[src/rtl/stream_pf_pkg.sv]
package stream_pf_pkg;

    typedef enum logic {
        PF_IDLE  = 1'b0,
        PF_OFFER = 1'b1
    } pf_state_e;

    typedef enum logic [2:0] {
        ACT_NONE        = 3'd0,
        ACT_RISE_STEP   = 3'd1,
        ACT_RISE_REPEAT = 3'd2,
        ACT_FALL_STEP   = 3'd3,
        ACT_TURN        = 3'd4,
        ACT_NEW         = 3'd5
    } pf_act_e;

endpackage

[src/rtl/stream_track_table.sv]
module stream_track_table #(
    parameter int  ENTRIES = 16,
    parameter int  LINE_W  = 26,
    parameter bit  RISING  = 1'b1,
    localparam int IDX_W   = (ENTRIES > 1) ? $clog2(ENTRIES) : 1
) (
    input  logic              clk,
    input  logic              rst,
    input  logic [LINE_W-1:0] look_line,
    input  logic              wr_en,
    input  logic [IDX_W-1:0]  wr_idx,
    input  logic              wr_valid,
    input  logic              wr_conf,
    input  logic [LINE_W-1:0] wr_last,
    input  logic              wr_touch,
    output logic              step_hit,
    output logic [IDX_W-1:0]  step_idx,
    output logic              rep_hit,
    output logic [IDX_W-1:0]  rep_idx,
    output logic              turn_hit,
    output logic [IDX_W-1:0]  turn_idx,
    output logic [IDX_W-1:0]  victim_idx
);

    localparam logic [IDX_W-1:0] AGE_OLDEST = IDX_W'(ENTRIES - 1);

    logic [ENTRIES-1:0] ent_v;
    logic [ENTRIES-1:0] ent_c;
    logic [LINE_W-1:0]  ent_last [ENTRIES];
    logic [IDX_W-1:0]   ent_age  [ENTRIES];

    logic [ENTRIES-1:0] step_vec;
    logic [ENTRIES-1:0] rep_vec;
    logic [ENTRIES-1:0] turn_vec;

    // Per-entry comparators; the direction picks which neighbour is "ahead".
    for (genvar g = 0; g < ENTRIES; g++) begin : g_cmp
        logic [LINE_W-1:0] ahead;
        logic [LINE_W-1:0] behind;
        if (RISING) begin : g_up
            assign ahead  = ent_last[g] + LINE_W'(1);
            assign behind = ent_last[g] - LINE_W'(1);
        end else begin : g_dn
            assign ahead  = ent_last[g] - LINE_W'(1);
            assign behind = ent_last[g] + LINE_W'(1);
        end
        assign step_vec[g] = ent_v[g] &&
                             (ent_c[g] ? (look_line == ent_last[g]) : (look_line == ahead));
        assign rep_vec[g]  = ent_v[g] && !ent_c[g] && (look_line == ent_last[g]);
        assign turn_vec[g] = ent_v[g] && !ent_c[g] && (look_line == behind);
    end

    function automatic logic [IDX_W-1:0] lowest_set(input logic [ENTRIES-1:0] vec);
        logic [IDX_W-1:0] pick;
        pick = '0;
        for (int i = ENTRIES - 1; i >= 0; i--) begin
            if (vec[i]) pick = IDX_W'(i);
        end
        return pick;
    endfunction

    assign step_hit = |step_vec;
    assign step_idx = lowest_set(step_vec);
    assign rep_hit  = |rep_vec;
    assign rep_idx  = lowest_set(rep_vec);
    assign turn_hit = |turn_vec;
    assign turn_idx = lowest_set(turn_vec);

    // Free slot first, otherwise the oldest entry.
    always_comb begin
        victim_idx = '0;
        for (int i = 0; i < ENTRIES; i++) begin
            if (ent_age[i] == AGE_OLDEST) victim_idx = IDX_W'(i);
        end
        if (!(&ent_v)) victim_idx = lowest_set(~ent_v);
    end

    always_ff @(posedge clk) begin
        if (rst) begin
            ent_v <= '0;
            ent_c <= '0;
            for (int i = 0; i < ENTRIES; i++) begin
                ent_age[i]  <= IDX_W'(i);
                ent_last[i] <= '0;
            end
        end else if (wr_en) begin
            ent_v[wr_idx]    <= wr_valid;
            ent_c[wr_idx]    <= wr_conf;
            ent_last[wr_idx] <= wr_last;
            if (wr_touch) begin
                for (int i = 0; i < ENTRIES; i++) begin
                    if (IDX_W'(i) == wr_idx)
                        ent_age[i] <= '0;
                    else if (ent_age[i] < ent_age[wr_idx])
                        ent_age[i] <= ent_age[i] + IDX_W'(1);
                end
            end
        end
    end

    // Recency list must stay a permutation of 0..ENTRIES-1.
    logic [ENTRIES-1:0] age_seen;
    always_comb begin
        age_seen = '0;
        for (int i = 0; i < ENTRIES; i++) age_seen[ent_age[i]] = 1'b1;
    end

    p_age_perm_r7: assert property (@(posedge clk) disable iff (rst) &age_seen);

    // A just-used valid entry is never the next replacement choice.
    p_touched_kept_r7: assert property (@(posedge clk) disable iff (rst)
        (wr_en && wr_touch && wr_valid) |=> (victim_idx != $past(wr_idx)));

endmodule

[src/rtl/pf_issue.sv]
module pf_issue
    import stream_pf_pkg::*;
#(
    parameter int LINE_W = 26
) (
    input  logic              clk,
    input  logic              rst,
    input  logic              trig,
    input  logic [LINE_W-1:0] trig_line,
    input  logic              pf_ready,
    output logic              pf_valid,
    output logic [LINE_W-1:0] pf_line
);

    pf_state_e state;
    pf_state_e state_nx;
    logic      take;

    always_ff @(posedge clk) begin
        if (rst) state <= PF_IDLE;
        else     state <= state_nx;
    end

    always_comb begin
        state_nx = state;
        unique case (state)
            PF_IDLE:  if (trig) state_nx = PF_OFFER;
            PF_OFFER: if (pf_ready && !trig) state_nx = PF_IDLE;
            default:  state_nx = PF_IDLE;
        endcase
    end

    assign take     = trig && ((state == PF_IDLE) || pf_ready);
    assign pf_valid = (state == PF_OFFER);

    always_ff @(posedge clk) begin
        if (rst)       pf_line <= '0;
        else if (take) pf_line <= trig_line;
    end

    p_hold_r9: assert property (@(posedge clk) disable iff (rst)
        (pf_valid && !pf_ready) |=> (pf_valid && $stable(pf_line)));

    p_drain_r3: assert property (@(posedge clk) disable iff (rst)
        (pf_valid && pf_ready && !trig) |=> !pf_valid);

endmodule

[src/rtl/stream_prefetcher.sv]
module stream_prefetcher
    import stream_pf_pkg::*;
#(
    parameter int LINE_W = 26,
    parameter int RISE_N = 16,
    parameter int FALL_N = 4
) (
    input  logic              clk,
    input  logic              rst,
    input  logic              ld_valid,
    input  logic [LINE_W-1:0] ld_line,
    input  logic              pf_ready,
    output logic              pf_valid,
    output logic [LINE_W-1:0] pf_line
);

    localparam int RI_W = (RISE_N > 1) ? $clog2(RISE_N) : 1;
    localparam int FI_W = (FALL_N > 1) ? $clog2(FALL_N) : 1;

    logic              r_step_hit, r_rep_hit, r_turn_hit;
    logic [RI_W-1:0]   r_step_idx, r_rep_idx, r_turn_idx, r_victim;
    logic              f_step_hit, f_rep_hit, f_turn_hit;
    logic [FI_W-1:0]   f_step_idx, f_rep_idx, f_turn_idx, f_victim;

    logic              r_wr_en, r_wr_valid, r_wr_conf, r_wr_touch;
    logic [RI_W-1:0]   r_wr_idx;
    logic [LINE_W-1:0] r_wr_last;
    logic              f_wr_en, f_wr_valid, f_wr_conf, f_wr_touch;
    logic [FI_W-1:0]   f_wr_idx;
    logic [LINE_W-1:0] f_wr_last;

    logic              trig;
    logic [LINE_W-1:0] trig_line;
    logic [LINE_W-1:0] line_up;
    logic [LINE_W-1:0] line_dn;
    pf_act_e           act;

    assign line_up = ld_line + LINE_W'(1);
    assign line_dn = ld_line - LINE_W'(1);

    stream_track_table #(.ENTRIES(RISE_N), .LINE_W(LINE_W), .RISING(1'b1)) u_rise (
        .clk        (clk),
        .rst        (rst),
        .look_line  (ld_line),
        .wr_en      (r_wr_en),
        .wr_idx     (r_wr_idx),
        .wr_valid   (r_wr_valid),
        .wr_conf    (r_wr_conf),
        .wr_last    (r_wr_last),
        .wr_touch   (r_wr_touch),
        .step_hit   (r_step_hit),
        .step_idx   (r_step_idx),
        .rep_hit    (r_rep_hit),
        .rep_idx    (r_rep_idx),
        .turn_hit   (r_turn_hit),
        .turn_idx   (r_turn_idx),
        .victim_idx (r_victim)
    );

    stream_track_table #(.ENTRIES(FALL_N), .LINE_W(LINE_W), .RISING(1'b0)) u_fall (
        .clk        (clk),
        .rst        (rst),
        .look_line  (ld_line),
        .wr_en      (f_wr_en),
        .wr_idx     (f_wr_idx),
        .wr_valid   (f_wr_valid),
        .wr_conf    (f_wr_conf),
        .wr_last    (f_wr_last),
        .wr_touch   (f_wr_touch),
        .step_hit   (f_step_hit),
        .step_idx   (f_step_idx),
        .rep_hit    (f_rep_hit),
        .rep_idx    (f_rep_idx),
        .turn_hit   (f_turn_hit),
        .turn_idx   (f_turn_idx),
        .victim_idx (f_victim)
    );

    // Classification priority: rising continuation, rising repeat,
    // falling continuation, turn into the falling table, new stream.
    always_comb begin
        act = ACT_NONE;
        if (ld_valid) begin
            if (r_step_hit)      act = ACT_RISE_STEP;
            else if (r_rep_hit)  act = ACT_RISE_REPEAT;
            else if (f_step_hit) act = ACT_FALL_STEP;
            else if (r_turn_hit) act = ACT_TURN;
            else                 act = ACT_NEW;
        end
    end

    always_comb begin
        r_wr_en = 1'b0; r_wr_idx = '0; r_wr_valid = 1'b0;
        r_wr_conf = 1'b0; r_wr_last = ld_line; r_wr_touch = 1'b0;
        f_wr_en = 1'b0; f_wr_idx = '0; f_wr_valid = 1'b0;
        f_wr_conf = 1'b0; f_wr_last = ld_line; f_wr_touch = 1'b0;
        trig = 1'b0; trig_line = ld_line;
        unique case (act)
            ACT_NONE: begin
            end
            ACT_RISE_STEP: begin
                r_wr_en = 1'b1; r_wr_idx = r_step_idx; r_wr_valid = 1'b1;
                r_wr_conf = 1'b1; r_wr_last = line_up; r_wr_touch = 1'b1;
                trig = 1'b1; trig_line = line_up;
            end
            ACT_RISE_REPEAT: begin
                r_wr_en = 1'b1; r_wr_idx = r_rep_idx; r_wr_valid = 1'b1;
                r_wr_conf = 1'b0; r_wr_last = ld_line; r_wr_touch = 1'b1;
            end
            ACT_FALL_STEP: begin
                f_wr_en = 1'b1; f_wr_idx = f_step_idx; f_wr_valid = 1'b1;
                f_wr_conf = 1'b1; f_wr_last = line_dn; f_wr_touch = 1'b1;
                trig = 1'b1; trig_line = line_dn;
            end
            ACT_TURN: begin
                r_wr_en = 1'b1; r_wr_idx = r_turn_idx; r_wr_valid = 1'b0;
                f_wr_en = 1'b1; f_wr_idx = f_victim; f_wr_valid = 1'b1;
                f_wr_conf = 1'b1; f_wr_last = line_dn; f_wr_touch = 1'b1;
                trig = 1'b1; trig_line = line_dn;
            end
            ACT_NEW: begin
                r_wr_en = 1'b1; r_wr_idx = r_victim; r_wr_valid = 1'b1;
                r_wr_conf = 1'b0; r_wr_last = ld_line; r_wr_touch = 1'b1;
            end
            default: begin
            end
        endcase
    end

    pf_issue #(.LINE_W(LINE_W)) u_issue (
        .clk       (clk),
        .rst       (rst),
        .trig      (trig),
        .trig_line (trig_line),
        .pf_ready  (pf_ready),
        .pf_valid  (pf_valid),
        .pf_line   (pf_line)
    );

    // A fresh request is always caused by a load in the previous cycle.
    p_pf_origin_r3: assert property (@(posedge clk) disable iff (rst)
        $rose(pf_valid) |-> $past(ld_valid));

    // A fresh request is always a neighbour of the load that caused it.
    p_pf_adjacent_r3: assert property (@(posedge clk) disable iff (rst)
        $rose(pf_valid) |-> ((pf_line == $past(ld_line) + LINE_W'(1)) ||
                             (pf_line == $past(ld_line) - LINE_W'(1))));

    // The falling table only ever holds confirmed streams.
    p_fall_confirmed_r6: assert property (@(posedge clk) disable iff (rst)
        !(f_turn_hit || f_rep_hit));

endmodule

[config.mk]
export PLATFORM = sky130hd
export DESIGN_NAME = stream_prefetcher
export DESIGN_NICKNAME = d
export VERILOG_FILES = /design/src/rtl/stream_pf_pkg.sv /design/src/rtl/stream_track_table.sv /design/src/rtl/pf_issue.sv /design/src/rtl/stream_prefetcher.sv
export SDC_FILE = /design/constraint.sdc
export NUM_CORES = 2
export LEC_CHECK = 0
export BUFFER_PORTS_ARGS = -buffer_cell sky130_fd_sc_hd__buf_4
export CORE_UTILIZATION = 60
export DETAILED_ROUTE_END_ITERATION = 8
export GPL_TIMING_DRIVEN = 0
export HOLD_SLACK_MARGIN = 0.12
export PLACE_DENSITY = 0.76
export SLEW_MARGIN = 20
export SYNTH_ARGS = -nofsm -noshare
export SYNTH_HDL_FRONTEND = slang
export SYNTH_HIERARCHICAL = 1
export SYNTH_SLANG_ARGS = --single-unit
[constraint.sdc]
create_clock -name clk -period 12.4 [get_ports clk]
set_input_delay 0.62 -clock clk [delete_from_list [all_inputs] [get_ports clk]]
set_output_delay 0.62 -clock clk [all_outputs]
set_load 0.01 [all_outputs]
=== Word-level counts from Yosys, hierarchy flattened ===
Memory sizes are Yosys's and may differ from the RTL's.
Cells that the tools add are included.

* Logic and storage cells: 740
* Memories kept: 4
* Register bits: 67
* Input port bits: 30
* Output and inout bits: 27
* Bits in writable memories: 592

* Reduce and logical (&&, ||, !) cells: 104
* Bitwise gates (word level): 43
* Add/subtract/negate cells: 58
* Order comparisons: 24
* Equality and inequality tests: 97
* Mux-type cells: 404

{| class="wikitable"
|+ Memories
! name !! words !! bits a word !! rd ports !! clocked after memory_dff !! wr ports !! RTL line !! text
|-
| u_rise.ent_last || 16 || 26 || 16 || 0 || 16 || stream_track_table.sv:29 || <nowiki>logic [LINE_W-1:0] ent_last [ENTRIES];</nowiki>
|-
| u_fall.ent_last || 4 || 26 || 4 || 0 || 4 || stream_track_table.sv:29 ||
|-
| u_rise.ent_age || 16 || 4 || 17 || 0 || 16 || stream_track_table.sv:30 || <nowiki>logic [IDX_W-1:0] ent_age [ENTRIES];</nowiki>
|-
| u_fall.ent_age || 4 || 2 || 5 || 0 || 4 || stream_track_table.sv:30 ||
|}

{| class="wikitable"
|+ Operators by type and width
! cell !! count
|-
| $eq A26 B26 Y1 || 56
|-
| $sub A26 B1 Y26 const B || 21
|-
| $add A26 B1 Y26 const B || 17
|-
| $mux W4 || 106
|-
| $mux W1 || 254
|-
| $mux W26 || 4
|-
| $logic_and A1 B1 Y1 || 72
|-
| $add A4 B1 Y4 const B || 16
|-
| $lt A4 B4 Y1 || 16
|-
| $eq A4 B4 Y1 const B || 15
|-
| $pmux W26 S2 || 1
|-
| $reduce_or A26 Y1 || 2
|-
| $reduce_or A16 Y1 || 3
|-
| $mux W2 || 22
|-
| $or A1 B1 Y1 || 40
|-
| $bwmux W16 || 2
|-
| $eq A4 B4 Y1 const A || 8
|-
| $mux W3 || 8
|-
| $logic_not A1 Y1 || 17
|-
| $eq A3 B4 Y1 const A || 4
|-
| $not A16 Y16 || 1
|-
| $pmux W4 S4 || 1
|-
| $reduce_and A16 Y1 || 1
|-
| $add A2 B1 Y2 const B || 4
|-
| other kinds (27) || 39
|}

=== Depth between registers and ports, before layout ===
An unclocked memory read counts as a cell.

* Depth after elaboration: 31
* Depth in mapped cells: 34
* Gate-level depth less buffers: 28

=== Hierarchy ===
The synthesis kept the hierarchy.

{| class="wikitable"
|+ Modules (own cells, without submodules)
! module !! area each (um^2) !! cells an instance !! instances !! sequential area each (um^2)
|-
| stream_track_table at u_rise || 49687.7 || 5988 || 1 || 15054.4
|-
| stream_track_table at u_fall || 12091.6 || 1525 || 1 || 3523.4
|-
| stream_prefetcher || 1874.3 || 293 || 1 || 0.0
|-
| pf_issue || 1219.9 || 117 || 1 || 540.5
|}

=== Worst setup path before layout ===
Ideal clock, no wire load.

* Path type: input to register
* From: input ld_line[22]
* To: memory u_rise/ent_age[7][0] (netlist bit) (enable)
* Path slack: 4.313 ns
* Required time: 12.093 ns
* Arrival: 7.780 ns
* Setup time: 0.307 ns
* Buffers on the path: 9
* Cell stages on the path: 28
* Cells stage by stage: clkbuf_1 > buf_2 > buf_1 > clkbuf_1 > buf_1 > o21ai_0 > a21oi_1 > o21ai_0 > o2111a_1 > a32oi_1 > nand4_1 > nor2_1 > nand2_1 > buf_2 > nor3b_1 > nand2b_1 > o21ai_0 > clkbuf_1 > buf_1 > clkbuf_1 > mux4_2 > mux4_2 > inv_1 > ha_1 > a21o_1 > a21o_1 > a2111oi_0 > or3_1

{| class="wikitable"
|+ RTL lines
! element !! RTL line !! text
|-
| start: declaration || stream_prefetcher.sv:11 || <nowiki>input logic [LINE_W-1:0] ld_line,</nowiki>
|-
| end: declaration || stream_track_table.sv:30 ||
|}

==> results by group <==
Outcome
  • Status: complete, but fails checks
  • Failing checks: DRC, setup timing

Finish
  • Synthesis-to-finish area growth: 10.1%
  • Net count, final: ~7800
  • Final std cells w/o fill: 9156
  • Finished Cell Area: 68200 um^2
  • Share of cells above drive strength 1: about 7.0%
  • Final Core Density: 66.8%

Timing
  • Hold slack: 0.294 ns
  • Final hold violation count: 0
  • Final Setup Violations: 8
  • Slew @ Worst Pin: 1.39 ns
  • Clock Skews: between 0.05 and 0.06 ns
  • Pins Over Slew Limit: 0
  • Setup WS post-layout: -0.168 ns
  • Tcrit/Tclk final: 101%
  • RSZ-0062 raised after global routing: no
  • Max Clk Rate: around 0.080 GHz
  • Slew HR: 7.54%
  • Tmin final: 12.57 ns

Placement
  • Port bufs: 48
  • Placed Instances: 8914
  • Hpwl dp: 211 mm
  • Final RePlAce weighted congestion: 1.15
  • DP Area: 65100 um^2

Worst hold path
  • HP Class: input port to flop
  • Worst hold path cell count: 4

Route
  • Number of DRC markers in iteration 0: 12200
  • First-pass DRT Iterations: 9
  • Avg Vias per Cell: 7.15
  • WL final: 288 mm
  • Total number of vias: 65500
  • DRT antenna net count: 0
  • Avg WL per Cell: between 30 and 40 um
  • DRC violations left: 4

Floorplan
  • Width of the die: about 320 um
  • Core area: 102000 um^2
  • Die Y-Extent: 323 um
  • Die area: 104000 um^2
  • Initial Utilization: 60.7%
  • Row Count: 117
  • I/O pin total: 57

Clocking
  • Clock buffer depth: 3
  • Post-CTS Hold Fix Bufs: 0
  • Clk_lat worst skew: 0.70 ns
  • TritonCTS buffer count: about 80
  • Clock root buffer: clkbuf_16
  • CTS tree: yes
  • Max H-tree Level: 3
  • TritonCTS Sinks: 659
  • Clk slew on worst S/H paths: 0.05 ns

Yosys
  • Syn nets: 7597
  • Syn Inst Count: ~7500
  • Avg Cell Area, Syn: 8.30 um^2
  • Ys Warns: 6
  • Mapped cell area: between 60000 and 70000 um^2

Setup path
  • Critical path's largest stage delay: between 0.9 and 1 ns
  • Crit path launch type: input port
  • R2R cell count: 28
  • WP depth: 29
  • CP delay by family, top: buffers and inverters
  • Worst Path Required: around 13 ns
  • CP Capture Type: flop
  • Crit path DAT: 12.94 ns
  • Bufs and invs on worst path: 11
  • CP max FO: 16
  • WS Path Type: input port to flop
  • Crit path top cell by count: clkbuf_1
  • Worst path slowest cell: buf_2

Global routing
  • Total GRT Usage: 53.6%
  • Grt total ovfl: 0
  • Vias in the first global route: 58400
  • Global-route wire length before repair: 403 mm
  • Antenna violations before repair: between 50 and 60
  • Largest net degree at the start of global routing: 28

Flow run
  • MaxCap Viol Count: 0

Power and ir drop
  • Maximum vdd ir drop: ~0.13 mV
  • Cell Pwr Density: slightly below 100 nW/um^2
  • Static Leak: about 0.023 uW
[what timing repair did]
item | in CTS | in global routing
gates resized for setup | 0 | 3
setup buffers | 0 | 0
setup endpoints to repair | 16 | 22
[where the power goes]
part | switching, uW | internal (uW) | total (uW)
Sequential | 96.0 | 2510 | 2610
Clock | 1060 | 1460 | 2520
Combinational | 1060 | 465 | 1530
Total | 2220 | 4430 | 6650
[metrics by stage]
step | TNS, ns | total power (uW) | setup slack, ns
floorplan | 0 | 3510 | 4.31
global placement | -245.35 | 4000 | -2.10
detailed placement | -25.53 | 4060 | -0.945
CTS | 0 | 6530 | 0.0535
global route | 0 | 6750 | 0.146
finish | -1.07 | 6650 | -0.168
[path summary, 6_finish.rpt]
check,slack [ns],to,startpoint
hold reg to reg,0.47,u_issue/pf_line[6],u_issue/pf_line[6]
setup / recovery,-0.17,u_rise/ent_age[5][0],ld_line[10]
hold / removal,0.29,u_issue/pf_valid,pf_ready
setup reg to reg,0.69,u_rise/ent_age[5][0],u_rise/ent_last[13][1]
[area by class of cell]
class                      count  area, um^2
multi-input combinational   6017       40000
buffer                       581        2470
tap                         1368        1710
clock inverter                43         505
clock buffer                 104        2250
antenna                       96         240
inverter                     196         737
sequential                   659       19100
fill                        8517       33900
timing repair buffer          92        1160
[registers in the layout, summed over array words and instances, names as in the netlist]
signal and cells:
u_issue/pf_valid 1, u_issue/pf_line 26, u_fall/ent_c 4, u_rise/ent_age 64, u_fall/ent_age 8, u_fall/ent_v 4, u_rise/ent_c 16, u_rise/ent_v 16
u_fall/ent_last 104, u_rise/ent_last 416
[cell usage in the layout (no fill, tap or decap), types with 60 or more instances in the layout]
cell type	n
a211oi_1	60
a21oi_1	249
a31oi_1	100
and2_1	472
and3_1	86
buf_2	70
clkbuf_1	407
clkbuf_16	84
clkbuf_2	68
dfxtp_1	67
diode_2	96
edfxtp_1	592
ha_1	111
inv_1	187
mux2i_1	109
nand2_1	538
nand2b_1	148
nand3_1	337
nand4_1	221
nor2_1	621
nor2b_1	82
nor3_1	282
nor3b_1	64
nor4_1	197
o21ai_0	228
or3_1	85
or4_1	68
xnor2_1	562
xor2_1	499
[worst min-delay path, cell delays in order]
cell     delay [ns]
buf_4          0.07
inv_1          0.04
a21oi_1        0.12
nor2_1         0.05
[layer usage]
| layer | part of all wire [%] | vias up | track usage (%) |
|---|---|---|---|
| met3 | 17 | 1512 | 21.1 |
| met4 | 10 | 12 | 46.3 |
| met2 | 39 | 5815 | 73.7 |
| li1 | - | 27600 | - |
| met5 | 0.080 | - | 0.417 |
| met1 | 34 | 30500 | 65.0 |
Power figures use the tool's default switching activity.
